[src/rtl/sdram_mrs_pkg.sv]
package sdram_mrs_pkg;
  // Target selected by the two low bank-address bits
  typedef enum logic [1:0] {
    TGT_MODE = 2'b00,
    TGT_EXT  = 2'b01,
    TGT_HI2  = 2'b10,
    TGT_HI3  = 2'b11
  } mrs_target_e;

  typedef struct packed {
    logic [3:0] burst_len;
    logic       burst_seq;
    logic [3:0] cas_lat;
    logic [2:0] write_lat;
    logic       test_mode;
    logic       rsvd;
  } mode_fields_t;
endpackage

[src/rtl/mrs_cmd_decode.sv]
module mrs_cmd_decode
  import sdram_mrs_pkg::*;
(
  input  logic       clk,
  input  logic       rst_n,
  input  logic       cke_i,
  input  logic       cs_n_i,
  input  logic       ras_n_i,
  input  logic       cas_n_i,
  input  logic       we_n_i,
  input  logic [2:0] ba_i,
  output logic       mode_cmd_o,
  output logic       ext_cmd_o
);
  logic cke_q;
  logic cke_d;
  logic load_cmd;
  mrs_target_e tgt;

  always_comb begin
    cke_d = cke_i;
  end

  always_ff @(posedge clk or negedge rst_n) begin
    if (!rst_n) cke_q <= 1'b0;
    else        cke_q <= cke_d;
  end

  always_comb begin
    tgt        = mrs_target_e'(ba_i[1:0]);
    load_cmd   = cke_i && cke_q && !cs_n_i && !ras_n_i && !cas_n_i && !we_n_i;
    mode_cmd_o = load_cmd && (tgt == TGT_MODE);
    ext_cmd_o  = load_cmd && (tgt == TGT_EXT);
  end
endmodule

[src/rtl/mrs_spacing_timer.sv]
module mrs_spacing_timer #(
  parameter int TMRD = 4
) (
  input  logic clk,
  input  logic rst_n,
  input  logic load_i,
  output logic busy_o
);
  generate
    if (TMRD <= 1) begin : g_none
      assign busy_o = 1'b0;
    end else begin : g_cnt
      localparam int CW = $clog2(TMRD);
      localparam logic [CW-1:0] START = CW'(TMRD - 1);
      logic [CW-1:0] cnt_q;
      logic [CW-1:0] cnt_d;

      always_comb begin
        cnt_d = cnt_q;
        if (load_i)            cnt_d = START;
        else if (cnt_q != '0)  cnt_d = cnt_q - 1'b1;
      end

      always_ff @(posedge clk or negedge rst_n) begin
        if (!rst_n) cnt_q <= '0;
        else        cnt_q <= cnt_d;
      end

      assign busy_o = (cnt_q != '0);

      assert_load_busy_R8: assert property (@(posedge clk) disable iff (!rst_n)
        load_i |=> busy_o);
    end
  endgenerate
endmodule

[src/rtl/mrs_field_decode.sv]
module mrs_field_decode
  import sdram_mrs_pkg::*;
#(
  parameter int AW = 12
) (
  input  logic [AW-1:0]  mode_i,
  output mode_fields_t   fields_o
);
  logic [3:0] cas_code;
  logic       bl_bad, bt_bad, cl_bad, wl_bad;

  always_comb begin
    cas_code = {mode_i[2], mode_i[6], mode_i[5], mode_i[4]};
    bl_bad   = !mode_i[1];
    bt_bad   = mode_i[3];
    cl_bad   = cas_code[3];
    wl_bad   = (mode_i[11:9] == 3'd0);

    fields_o.burst_len = bl_bad ? 4'd0 : (mode_i[0] ? 4'd8 : 4'd4);
    fields_o.burst_seq = !bt_bad;
    if (cl_bad)           fields_o.cas_lat = 4'd0;
    else if (cas_code[2]) fields_o.cas_lat = 4'd4 + {2'b00, cas_code[1:0]};
    else                  fields_o.cas_lat = 4'd8 + {2'b00, cas_code[1:0]};
    fields_o.write_lat = mode_i[11:9];
    fields_o.test_mode = mode_i[7];
    fields_o.rsvd      = bl_bad || bt_bad || cl_bad || wl_bad;
  end

  always_comb begin
    assert_cas_range_R4: assert (fields_o.cas_lat == 4'd0 ||
      (fields_o.cas_lat >= 4'd4 && fields_o.cas_lat <= 4'd11));
    assert_rsvd_cover_R11: assert (fields_o.rsvd ||
      (fields_o.burst_len != 4'd0 && fields_o.cas_lat != 4'd0 && fields_o.write_lat != 3'd0));
  end
endmodule

[src/rtl/sdram_mrs_monitor.sv]
module sdram_mrs_monitor
  import sdram_mrs_pkg::*;
#(
  parameter int AW    = 12,
  parameter int NBANK = 8,
  parameter int TMRD  = 4
) (
  input  logic             clk,
  input  logic             rst_n,
  input  logic             cke_i,
  input  logic             cs_n_i,
  input  logic             ras_n_i,
  input  logic             cas_n_i,
  input  logic             we_n_i,
  input  logic [AW-1:0]    addr_i,
  input  logic [2:0]       ba_i,
  input  logic [NBANK-1:0] bank_open_i,
  output logic [3:0]       burst_len_o,
  output logic             burst_seq_o,
  output logic [3:0]       cas_lat_o,
  output logic [2:0]       write_lat_o,
  output logic             test_mode_o,
  output logic             dll_reset_o,
  output logic             rsvd_code_o,
  output logic             cmd_err_o,
  output logic             mode_valid_o
);
  localparam int DLL_BIT = 8;

  // reset: asynchronous assert, synchronous release
  logic [1:0] rst_sync_q;
  logic       rst_core_n;

  always_ff @(posedge clk or negedge rst_n) begin
    if (!rst_n) rst_sync_q <= 2'b00;
    else        rst_sync_q <= {rst_sync_q[0], 1'b1};
  end
  assign rst_core_n = rst_sync_q[1];

  logic mode_cmd, ext_cmd, busy;
  logic attempt, refuse, take_mode, take_ext, take_any;

  mrs_cmd_decode u_cmd (
    .clk        (clk),
    .rst_n      (rst_core_n),
    .cke_i      (cke_i),
    .cs_n_i     (cs_n_i),
    .ras_n_i    (ras_n_i),
    .cas_n_i    (cas_n_i),
    .we_n_i     (we_n_i),
    .ba_i       (ba_i),
    .mode_cmd_o (mode_cmd),
    .ext_cmd_o  (ext_cmd)
  );

  mrs_spacing_timer #(.TMRD(TMRD)) u_timer (
    .clk    (clk),
    .rst_n  (rst_core_n),
    .load_i (take_any),
    .busy_o (busy)
  );

  always_comb begin
    attempt   = mode_cmd || ext_cmd;
    refuse    = attempt && (busy || ba_i[2] || (|bank_open_i));
    take_mode = mode_cmd && !refuse;
    take_ext  = ext_cmd && !refuse;
    take_any  = take_mode || take_ext;
  end

  // state registers with explicit next-state logic
  logic [AW-1:0] mode_q, mode_d;
  logic          dll_q, dll_d;
  logic          err_q, err_d;
  logic          ext_seen_q, ext_seen_d;
  logic          valid_q, valid_d;

  always_comb begin
    mode_d     = mode_q;
    dll_d      = 1'b0;
    err_d      = refuse;
    ext_seen_d = ext_seen_q || take_ext;
    valid_d    = valid_q;
    if (take_mode) begin
      mode_d          = addr_i;
      mode_d[DLL_BIT] = 1'b0;
      dll_d           = addr_i[DLL_BIT];
      valid_d         = valid_q || ext_seen_q;
    end
  end

  always_ff @(posedge clk or negedge rst_core_n) begin
    if (!rst_core_n) begin
      mode_q     <= '0;
      dll_q      <= 1'b0;
      err_q      <= 1'b0;
      ext_seen_q <= 1'b0;
      valid_q    <= 1'b0;
    end else begin
      mode_q     <= mode_d;
      dll_q      <= dll_d;
      err_q      <= err_d;
      ext_seen_q <= ext_seen_d;
      valid_q    <= valid_d;
    end
  end

  mode_fields_t fields;

  mrs_field_decode #(.AW(AW)) u_fields (
    .mode_i   (mode_q),
    .fields_o (fields)
  );

  assign burst_len_o  = fields.burst_len;
  assign burst_seq_o  = fields.burst_seq;
  assign cas_lat_o    = fields.cas_lat;
  assign write_lat_o  = fields.write_lat;
  assign test_mode_o  = fields.test_mode;
  assign rsvd_code_o  = fields.rsvd;
  assign dll_reset_o  = dll_q;
  assign cmd_err_o    = err_q;
  assign mode_valid_o = valid_q;

  assert_reject_holds_R9: assert property (@(posedge clk) disable iff (!rst_core_n)
    cmd_err_o |-> $stable(mode_q));
  assert_valid_sticky_R10: assert property (@(posedge clk) disable iff (!rst_core_n)
    mode_valid_o |=> mode_valid_o);
  assert_err_no_dll_R7: assert property (@(posedge clk) disable iff (!rst_core_n)
    cmd_err_o |-> !dll_reset_o);

  generate
    if (TMRD > 1) begin : g_pulse_chk
      assert_dll_one_cycle_R7: assert property (@(posedge clk) disable iff (!rst_core_n)
        dll_reset_o |=> !dll_reset_o);
    end
  endgenerate
endmodule

[config.mk]
export PLATFORM = sky130hd
export DESIGN_NAME = sdram_mrs_monitor
export DESIGN_NICKNAME = d
export VERILOG_FILES = /design/src/rtl/sdram_mrs_pkg.sv /design/src/rtl/mrs_cmd_decode.sv /design/src/rtl/mrs_spacing_timer.sv /design/src/rtl/mrs_field_decode.sv /design/src/rtl/sdram_mrs_monitor.sv
export SDC_FILE = /design/constraint.sdc
export NUM_CORES = 1
export LEC_CHECK = 0
export BUFFER_PORTS_ARGS = -buffer_cell sky130_fd_sc_hd__buf_2
export CORE_ASPECT_RATIO = 0.9
export CORE_MARGIN = 3
export CORE_UTILIZATION = 40
export CTS_CLUSTER_DIAMETER = 120
export CTS_CLUSTER_SIZE = 12
export DETAILED_ROUTE_END_ITERATION = 8
export GPL_TIMING_DRIVEN = 0
export PLACE_DENSITY = 0.81
export SLEW_MARGIN = 20
export SYNTH_ARGS = -nofsm -noshare
export SYNTH_HDL_FRONTEND = slang
export SYNTH_SLANG_ARGS = --single-unit
[constraint.sdc]
create_clock -name clk -period 1.9 [get_ports clk]
set_clock_uncertainty 0.1 [all_clocks]
set_input_delay 0.095 -clock clk [delete_from_list [all_inputs] [get_ports clk]]
set_output_delay 0.095 -clock clk [all_outputs]
set_load 0.02 [all_outputs]
# Yosys cells after proc, flatten, opt, wreduce, memory -nomap -nowiden
# Cells that the tools add are included.
# W data, S select, Z words.
# word_totals
output_inout_bits	17
regBits	20
input_bits	30
# op_classes
n_addsub	3
mux	7
reduce_logical	31
eq_ne	1
# ops
operator	count
$mux W4	4
$logic_and A1 B1 Y1	10
$logic_or A1 B1 Y1	9
$reduce_or A8 Y1	1
$logic_not A1 Y1	7
$add A3 B2 Y4 const A	1
$add A4 B2 Y4 const A	1
$mux W2	2
$reduce_bool A2 Y1	2
$logic_not A3 Y1	1
$eq A2 B1 Y1 const B	1
$logic_not A2 Y1	1
$sub A2 B1 Y2 const B	1
$mux W1	1

# Depth between registers and ports, before layout
# Gate-level depths: netlist of the first run.
# depth
word_depth	12
mapped_depth	7
ltp_nobuf	6

# Cells and area by module
# A second synthesis of the first run with hierarchy kept.
# unflattened
hier_cells	76
hier_area_um2	968.4
# modules_own_cells
module	area_each_um2	cells_per_inst	seq_area_each_um2	n_inst
sdram_mrs_monitor	693.2	43	425.4	1
mrs_spacing_timer	110.1	11	50.0	1
mrs_field_decode	102.6	17	0.0	1
mrs_cmd_decode	62.6	5	25.0	1

# Worst setup path before layout of the first run
# OpenSTA, ideal clock, no wires.
# synth_path
path_type	register to register
startpoint	register u_timer.g_cnt.cnt_q[0]
endpoint	register mode_q[10]
path_stages_with_launch	8
arrival_time_ns	1.679
n_path_buf	1
path_slack_ns	-0.004
t_required_ns	1.675
cell_sequence	dfrtp_1 -> inv_1 -> ha_1 -> nor4b_4 -> nand3_2 -> nor3_4 -> buf_12 -> mux2_4
# synth_via
elab_chain_len	6
# synth_lines
item	line	text
start, declared	mrs_spacing_timer.sv:15	logic [CW-1:0] cnt_q;
start signal, assigned	mrs_spacing_timer.sv:26	else cnt_q <= cnt_d;
$reduce_bool A2 Y1	mrs_spacing_timer.sv:29	assign busy_o = (cnt_q != '0);
$logic_or A1 B1 Y1 (2 in series)	sdram_mrs_monitor.sv:65	refuse = attempt && (busy || ba_i[2] || (|bank_open_i));
$logic_and A1 B1 Y1	sdram_mrs_monitor.sv:65	
$logic_not A1 Y1	sdram_mrs_monitor.sv:66	take_mode = mode_cmd && !refuse;
$logic_and A1 B1 Y1	sdram_mrs_monitor.sv:66	
end signal, assigned	sdram_mrs_monitor.sv:100	mode_q <= mode_d;
end, declared	sdram_mrs_monitor.sv:72	logic [AW-1:0] mode_q, mode_d;
# No other way between the ends.
# A chain may end at the register's enable or synchronous reset.

# Worst setup path in the final report of the first run
# layout_path
startpoint	register u_timer.g_cnt.cnt_q[0]
endpoint	register mode_q[0]
# Same word-level chain as after synthesis.

==> results of run 1 <==
==> worst register-to-register path: cells and delay by family (launching register included) <==
| family | cells | cell delay (ns) |
|---|---|---|
| adders and majority gates | 1 | 0.18 |
| buffers and inverters | 2 | 0.24 |
| DFF | 1 | 0.39 |
| muxes | 1 | 0.32 |
| and+or+nand+nor | 3 | 0.62 |
==> worst paths after layout <==
| check | start | endpoint | slack, ns |
|---|---|---|---|
| worst min register to register | rst_sync_q[1]$_DFF_PN0_ | mode_q[11]$_DFFE_PN0P_ | 0.20 |
| worst min-delay path | bank_open_i[7] | dll_reset_o$_DFF_PN0_ | 0.11 |
| min in group asynchronous | rst_sync_q[1]$_DFF_PN0_ | mode_q[11]$_DFFE_PN0P_ | 0.20 |
| worst max-delay path | u_timer.g_cnt.cnt_q[0]$_DFFE_PN0P_ | mode_q[0]$_DFFE_PN0P_ | -0.07 |
| worst max register to register | u_timer.g_cnt.cnt_q[0]$_DFFE_PN0P_ | mode_q[0]$_DFFE_PN0P_ | -0.07 |
| max in group asynchronous | rst_n | rst_sync_q[0]$_DFF_PN0_ | 1.03 |
==> flip-flops by register name, indices dropped and copies added (netlist names) <==
name,count
mode_q,11
rst_sync_q,2
u_timer.g_cnt.cnt_q,2
cmd_err_o,1
dll_reset_o,1
ext_seen_q,1
mode_valid_o,1
u_cmd.cke_q,1
==> metal layers <==
layer,vias up,track usage,part of all wire
li1,366,-,-
met1,348,0.175,0.35
met2,24,0.325,0.59
met3,0,0.0468,0.064
met4,0,0.0232,0
met5,-,0,0
==> synth_stat cells (all sizes together) <==
cell | n | area share
inv | 4 | 0.016
nor2b | 5 | 0.033
dfrtp | 20 | 0.52
or3 | 1 | 0.0065
nor4 | 2 | 0.029
a21o | 2 | 0.016
nor2 | 5 | 0.020
or2 | 1 | 0.0065
nand2 | 2 | 0.0079
nand4 | 1 | 0.0065
ha | 1 | 0.013
mux2 | 12 | 0.18
nand3 | 2 | 0.016
nor4b | 1 | 0.025
buf | 6 | 0.060
xor2 | 1 | 0.0092
and2 | 1 | 0.0065
nor3 | 2 | 0.022
conb | 2 | 0.0079
==> placed cells by master (no fill, tap or decap), drive strengths merged, types with 2 or more instances in the layout <==
master,instances
a21o,2
buf,54
mux2,12
nor2b,5
clkbuf,3
dfrtp,20
dlygate4sd3,16
nand3,2
inv,4
nor4,2
conb,3
nand2,2
nor3,2
nor2,5
==> metrics by stage <==
step | utilization | cells | area, µm² | setup slack (ns) | power (mW)
floorplan | - | 72 | 962 | -0.00151 | 0.586
global placement | 0.547 | 143 | 1220 | -0.101 | 0.630
detailed placement | 0.547 | 143 | 1220 | -0.164 | 0.649
CTS | 0.657 | 167 | 1460 | -0.0209 | 1.05
global route | 0.657 | 167 | 1460 | -0.196 | 1.09
finish | 0.657 | 167 | 1460 | -0.0654 | 1.04
==> what timing repair did <==
| item | 4_1_cts | 5_1_grt |
|---|---|---|
| setup endpoints to repair | 11 | 11 |
| pin swaps | 3 | 0 |
| resized for setup | 0 | 0 |
| buffers inserted | 4 | 0 |
| hold endpoints to repair | 16 | 0 |
| hold buffers | 16 | 0 |
==> power groups by stage <==
| stage | clock [mW] | combinational (mW) | sequential (mW) |
|---|---|---|---|
| after floorplan | 0 | 0.111 | 0.476 |
| after global placement | 0 | 0.152 | 0.478 |
| after detailed placement | 0 | 0.169 | 0.480 |
| after CTS | 0.353 | 0.225 | 0.468 |
| after global routing | 0.366 | 0.253 | 0.471 |
| final | 0.343 | 0.225 | 0.468 |
==> layout make-up <==
| class | instances | area, µm² |
|---|---|---|
| Fill cell | 167 | 763 |
| Inverter | 4 | 15.0 |
| Buffer | 6 | 57.6 |
| Multi-Input combinational cell | 42 | 389 |
| Clock buffer | 3 | 22.5 |
| Clock inverter | 1 | 30.0 |
| Sequential cell | 20 | 500 |
| Tap cell | 27 | 33.8 |
| Timing Repair Buffer | 64 | 410 |
==> kinds of logic after synthesis <==
group	Yosys count
buf+inv	10
simple gates	23
fa+ha+maj	1
compound gates	2
xor+xnor	1
mux	12
other cells	2
flops	20
==> reports/results.txt, run 1 <==
Post-DRT Antenna Nets - 0
GRT Util Overall - 0.165
switching share of power - 0.224
H-Tree Depth - 1
row cnt - 16
post-synthesis mux area share - 0.177
failing checks - negative setup slack
Max clock buf depth - 2
gpl congestion - 0.747
Max-Slew Margin vs Limit - 0.530
Ys Warns - 0
layout cells sized above 1 - 0.543
global-route wire length before repair - 3650 µm
syn_area_per_cell - 13.5 µm²
Comb pwr share - 0.217
reg2reg path depth - 7
fmax - 0.509 GHz
initial antenna violation count - 0
Final setup viols - 11
worst path cell trace - inv_1 -> ha_2 -> nor4b_4 -> nand3_2 -> nor3_4 -> buf_4 -> mux2_2
Stages on worst setup path - 7
CP max FO - 2
die height - 52.4 µm
Avg WL per Cell - 13.4 µm
post-synthesis compound-gate area fraction - 0.0157
setup_tns - -0.626 ns
Hold Fails Final Rpt - 0
cell area after synthesis - 956 µm²
die footprint - 3010 µm²
Simple-Gate Fraction of Synth Area - 0.178
vias per cell - 4.42
DRT Pass-1 Iters - 2
Layout area overhead - 52.6%
Req. time, crit path - 1.99 ns
Die X - 57.5 µm
Final WS setup - -0.0654 ns
Post-Synth XOR/XNOR Area - 0.00916
CTS tree - built
buffers added on ports - 44
Nets - 172
post-synthesis adder-cell area fraction - 0.0131
post-synthesis cell count - 71
Final Cycle Share - 1.03
Worst Path Buf+Inv - 2
diodes inserted - 0
Clock transition at path regs - 0.12 ns
MaxCap Viol Count - 0
power per cell area - 710 nW/µm²
Synth cell types - 24
RSZ-0062 raised after global routing - true
number of clock sinks - 20
Sw Pwr - 0.232 mW
worst skew pair latency - 0.30 ns
Ports - 47
HP Class - in -> reg
vias in the first global route - 780
Critical Path Source Type - flip-flop
CP Class - reg -> reg
WL final - 2230 µm
largest family of logic cells by synthesized area - simple AND/OR/NAND/NOR gates
outcome - finished, violations left
total CTS buffers - 3
kind of cell adding the most delay to the critical path - simple AND/OR/NAND/NOR gates
endpoint type of the worst setup path - flip-flop
Worst-Margin Slew - 0.704 ns
# DRC - 0
worst hold slack - 0.114 ns
register area share after synthesis - 0.524
post-layout min period - 1.97 ns
Seq pwr share - 0.452
CTS root buf - clkbuf_4
Iter 0 DRT Violations - 19
effective utilization at floorplan - 0.430
slowest library cell on the worst path - dfrtp_1
#FFs+latches synth - 20
dpl hpwl - 1520 µm
clock share of power - 0.331
Static Leakage - 0.796 nW
hold path depth - 5
CP max stage delay - 0.39 ns
Arrival @ worst endpoint - 2.06 ns
Max VDD drop - 627 µV
routed via count - 738
max-slew violation count - 0
Placeable Area - 2220 µm²
largest net degree at the start of global routing - 19
P_int - 0.803 mW
total gr overflow - 0
Power figures use the tool's default switching activity.
==> run 2: changes to the inputs <==
--- a/config.mk
+++ b/config.mk
@@ -9,10 +9,10 @@
 export CORE_ASPECT_RATIO = 0.9
 export CORE_MARGIN = 3
-export CORE_UTILIZATION = 40
+export CORE_UTILIZATION = 35
 export CTS_CLUSTER_DIAMETER = 120
 export CTS_CLUSTER_SIZE = 12
 export DETAILED_ROUTE_END_ITERATION = 8
 export GPL_TIMING_DRIVEN = 0
-export PLACE_DENSITY = 0.81
+export PLACE_DENSITY = 0.74
 export SLEW_MARGIN = 20
 export SYNTH_ARGS = -nofsm -noshare
==> constraint.sdc (replaced) <==
create_clock -name clk -period 1.9 [get_ports clk]
set_clock_uncertainty 0.1 [all_clocks]
set_input_delay 0.095 -clock clk [delete_from_list [all_inputs] [get_ports clk]]
set_output_delay 0.095 -clock clk [all_outputs]
set_load 0.005 [all_outputs]
==> run 2 against run 1 <==
Effect of this change: the flow still finishes with violations (negative setup slack); count of clock-buffer cells in the layout is 1 higher; power is 11% lower; core utilization is 6.6 points lower; global-route usage is 2.5 points lower; sequential share of layout area is 0.80 points lower; routed wire length is 5.5% lower; sequential cell count stayed put; fmax is 0.76% higher; cell area is 2.4% higher.
==> reports/results.txt, run 2 (synthesis gave the netlist of run 1 again) <==
outcome - finished, violations left
failing checks - negative setup slack
Nets - 175 (+1.7%)
vias per cell - 4.39 (-0.62%)
Layout area overhead - 56.3%
CP max FO - 5 (+3)
Worst-Margin Slew - 0.737 ns (+0.0323 ns)
Clock transition at path regs - 0.11 ns (about the same)
global-route wire length before repair - 3490 µm (-4.4%)
effective utilization at floorplan - 0.378 (-0.0525)
vias in the first global route - 824 (+5.6%)
Comb pwr share - 0.230 (+0.013)
switching share of power - 0.236 (+0.0122)
Seq pwr share - 0.509 (+0.057)
MaxCap Viol Count - 0 (unchanged)
CTS tree - built
layout cells sized above 1 - 0.559 (+0.0166)
largest net degree at the start of global routing - 19 (unchanged)
DRT Pass-1 Iters - 4 (+2)
fmax - 0.513 GHz (+0.76%)
die height - 55.6 µm (+6.1%)
Static Leakage - 0.812 nW (+2.0%)
initial antenna violation count - 0 (unchanged)
Max-Slew Margin vs Limit - 0.509 (-0.0215)
total gr overflow - 0 (unchanged)
Avg WL per Cell - 12.3 µm (-7.7%)
Top Registers - mode_q x11, rst_sync_q x2, u_timer.g_cnt.cnt_q x2
Filler Cell Count - 211 (+26%)
Max clock buf depth - 2 (unchanged)
setup_tns - -0.379 ns (+0.248 ns)
leading cell type in the layout, fill and taps excluded - buf_2
endpoint type of the worst setup path - flip-flop
Post-DRT Antenna Nets - 0 (unchanged)
CP Class - reg -> reg
dpl hpwl - 1520 µm (about the same)
Ports - 47 (unchanged)
GRT busiest layer - met2
Die X - 61.1 µm (+6.2%)
max-slew violation count - 0 (unchanged)
# DRC - 0 (unchanged)
clock share of power - 0.261 (-0.070)
buffers added on ports - 44 (unchanged)
worst skew pair latency - 0.30 ns (about the same)
gpl congestion - 0.726 (-2.8%)
Iter 0 DRT Violations - 7 (-12)
post-layout min period - 1.95 ns (-0.0149 ns)
RSZ-0062 raised after global routing - true
Max VDD drop - 447 µV (-29%)
Pwr Total - 0.925 mW (-11%)
Placeable Area - 2530 µm² (+14%)
met1 usage - 0.135 (-0.0404)
GRT Util Overall - 0.139 (-0.0252)
Final setup viols - 9 (-2)
global routing usage on met3 - 0.0464 (-0.000394)
CTS root buf - clkbuf_4
Most flops, register - mode_q
Req. time, crit path - 1.99 ns (about the same)
die footprint - 3400 µm² (+13%)
diodes inserted - 0 (unchanged)
max reg flops - 11 (unchanged)
number of clock sinks - 20 (unchanged)
GRT met2 Usage - 0.258 (-0.0669)
Sw Pwr - 0.219 mW (-5.8%)
Core Util, Final - 0.590 (-0.0663)
H-Tree Depth - 1 (unchanged)
commonest cells after routing, fill and taps aside - buf_2, dfrtp_1, dlygate4sd3_1
row cnt - 17 (+1)
Final Cycle Share - 1.03 (-0.00783)
P_int - 0.706 mW (-12%)
Final WS setup - -0.0505 ns (+0.0149 ns)
power per cell area - 619 nW/µm² (-13%)
routed via count - 751 (+1.8%)
Arrival @ worst endpoint - 2.04 ns (-0.02 ns)
WL final - 2110 µm (-5.5%)
total CTS buffers - 3 (unchanged)
Critical Path Source Type - flip-flop
HP Class - in -> reg
Hold Fails Final Rpt - 0 (unchanged)
==> run 2: cell count changes in the layout (fill, tap and decap cells not counted), sizes merged <==
cell and delta:
buf +3, bufinv -1, clkbuf +1
==> run 2: cell type report <==
cell class	instances	area (µm²)	share of cell area
well taps	28	35.0	0.0235
plain buffers	6	57.6	0.0385
flip-flops and latches	20	500	0.335
inverters	4	15.0	0.0101
multi-input cells	42	389	0.260
clock buffers	4	36.3	0.0243
repair buffers	67	460	0.308
==> run 2: power by group through the flow <==
stage               clock network (mW)  registers, mW  logic [mW]
floorplan                            0          0.476       0.108
global placement                     0          0.479       0.149
detailed placement                   0          0.481       0.157
CTS                              0.254          0.472       0.215
global route                     0.278          0.475       0.246
finish                           0.242          0.471       0.213
==> run 2: stage by stage <==
stage / worst slack, ns / cell area [µm²] / hold slack (ns) / instances
6_report: -0.0505 / 1490 / 0.114 / 171
5_1_grt: -0.177 / 1490 / 0.114 / 171
4_1_cts: -0.0436 / 1490 / 0.0762 / 171
3_5_place_dp: -0.159 / 1220 / -0.217 / 144
3_3_place_gp: -0.0978 / 1220 / -0.220 / 144
2_1_floorplan: -0.00151 / 962 / -0.301 / 72
==> run 2: metal layers <==
layer	part of all wire	vias to the layer above
met1	0.37	351
met5	0	-
met4	0.015	0
met3	0.061	5
met2	0.56	22
li1	-	373
==> run 2: what timing repair did <==
item,4_1_cts,5_1_grt
setup endpoints to repair,11,12
cloned,1,0
hold buffers,16,0
pin swaps,2,2
resized for setup,3,1
buffers inserted,6,0
hold endpoints to repair,16,0
==> run 2: worst max-delay path, stage by stage, from the launching register on <==
cell     delay (ns)
dfrtp_1        0.39
inv_2          0.06
ha_2           0.17
nor4b_4        0.21
nand3_2        0.15
nor3_4         0.21
buf_6          0.15
buf_12         0.12
mux2_4         0.29
==> run 2: worst paths after layout <==
check	depth (start not counted)	start	slack, ns	to
worst min-delay path	5	bank_open_i[7]	0.11	dll_reset_o$_DFF_PN0_
worst max register to register	8	u_timer.g_cnt.cnt_q[1]$_DFFE_PN0P_	-0.05	mode_q[4]$_DFFE_PN0P_
min in group asynchronous	0	rst_sync_q[1]$_DFF_PN0_	0.21	mode_valid_o$_DFFE_PN0P_
max in group asynchronous	0	rst_sync_q[1]$_DFF_PN0_	1.02	cmd_err_o$_DFF_PN0_
worst max-delay path	8	u_timer.g_cnt.cnt_q[1]$_DFFE_PN0P_	-0.05	mode_q[4]$_DFFE_PN0P_
worst min register to register	0	rst_sync_q[1]$_DFF_PN0_	0.21	mode_valid_o$_DFFE_PN0P_
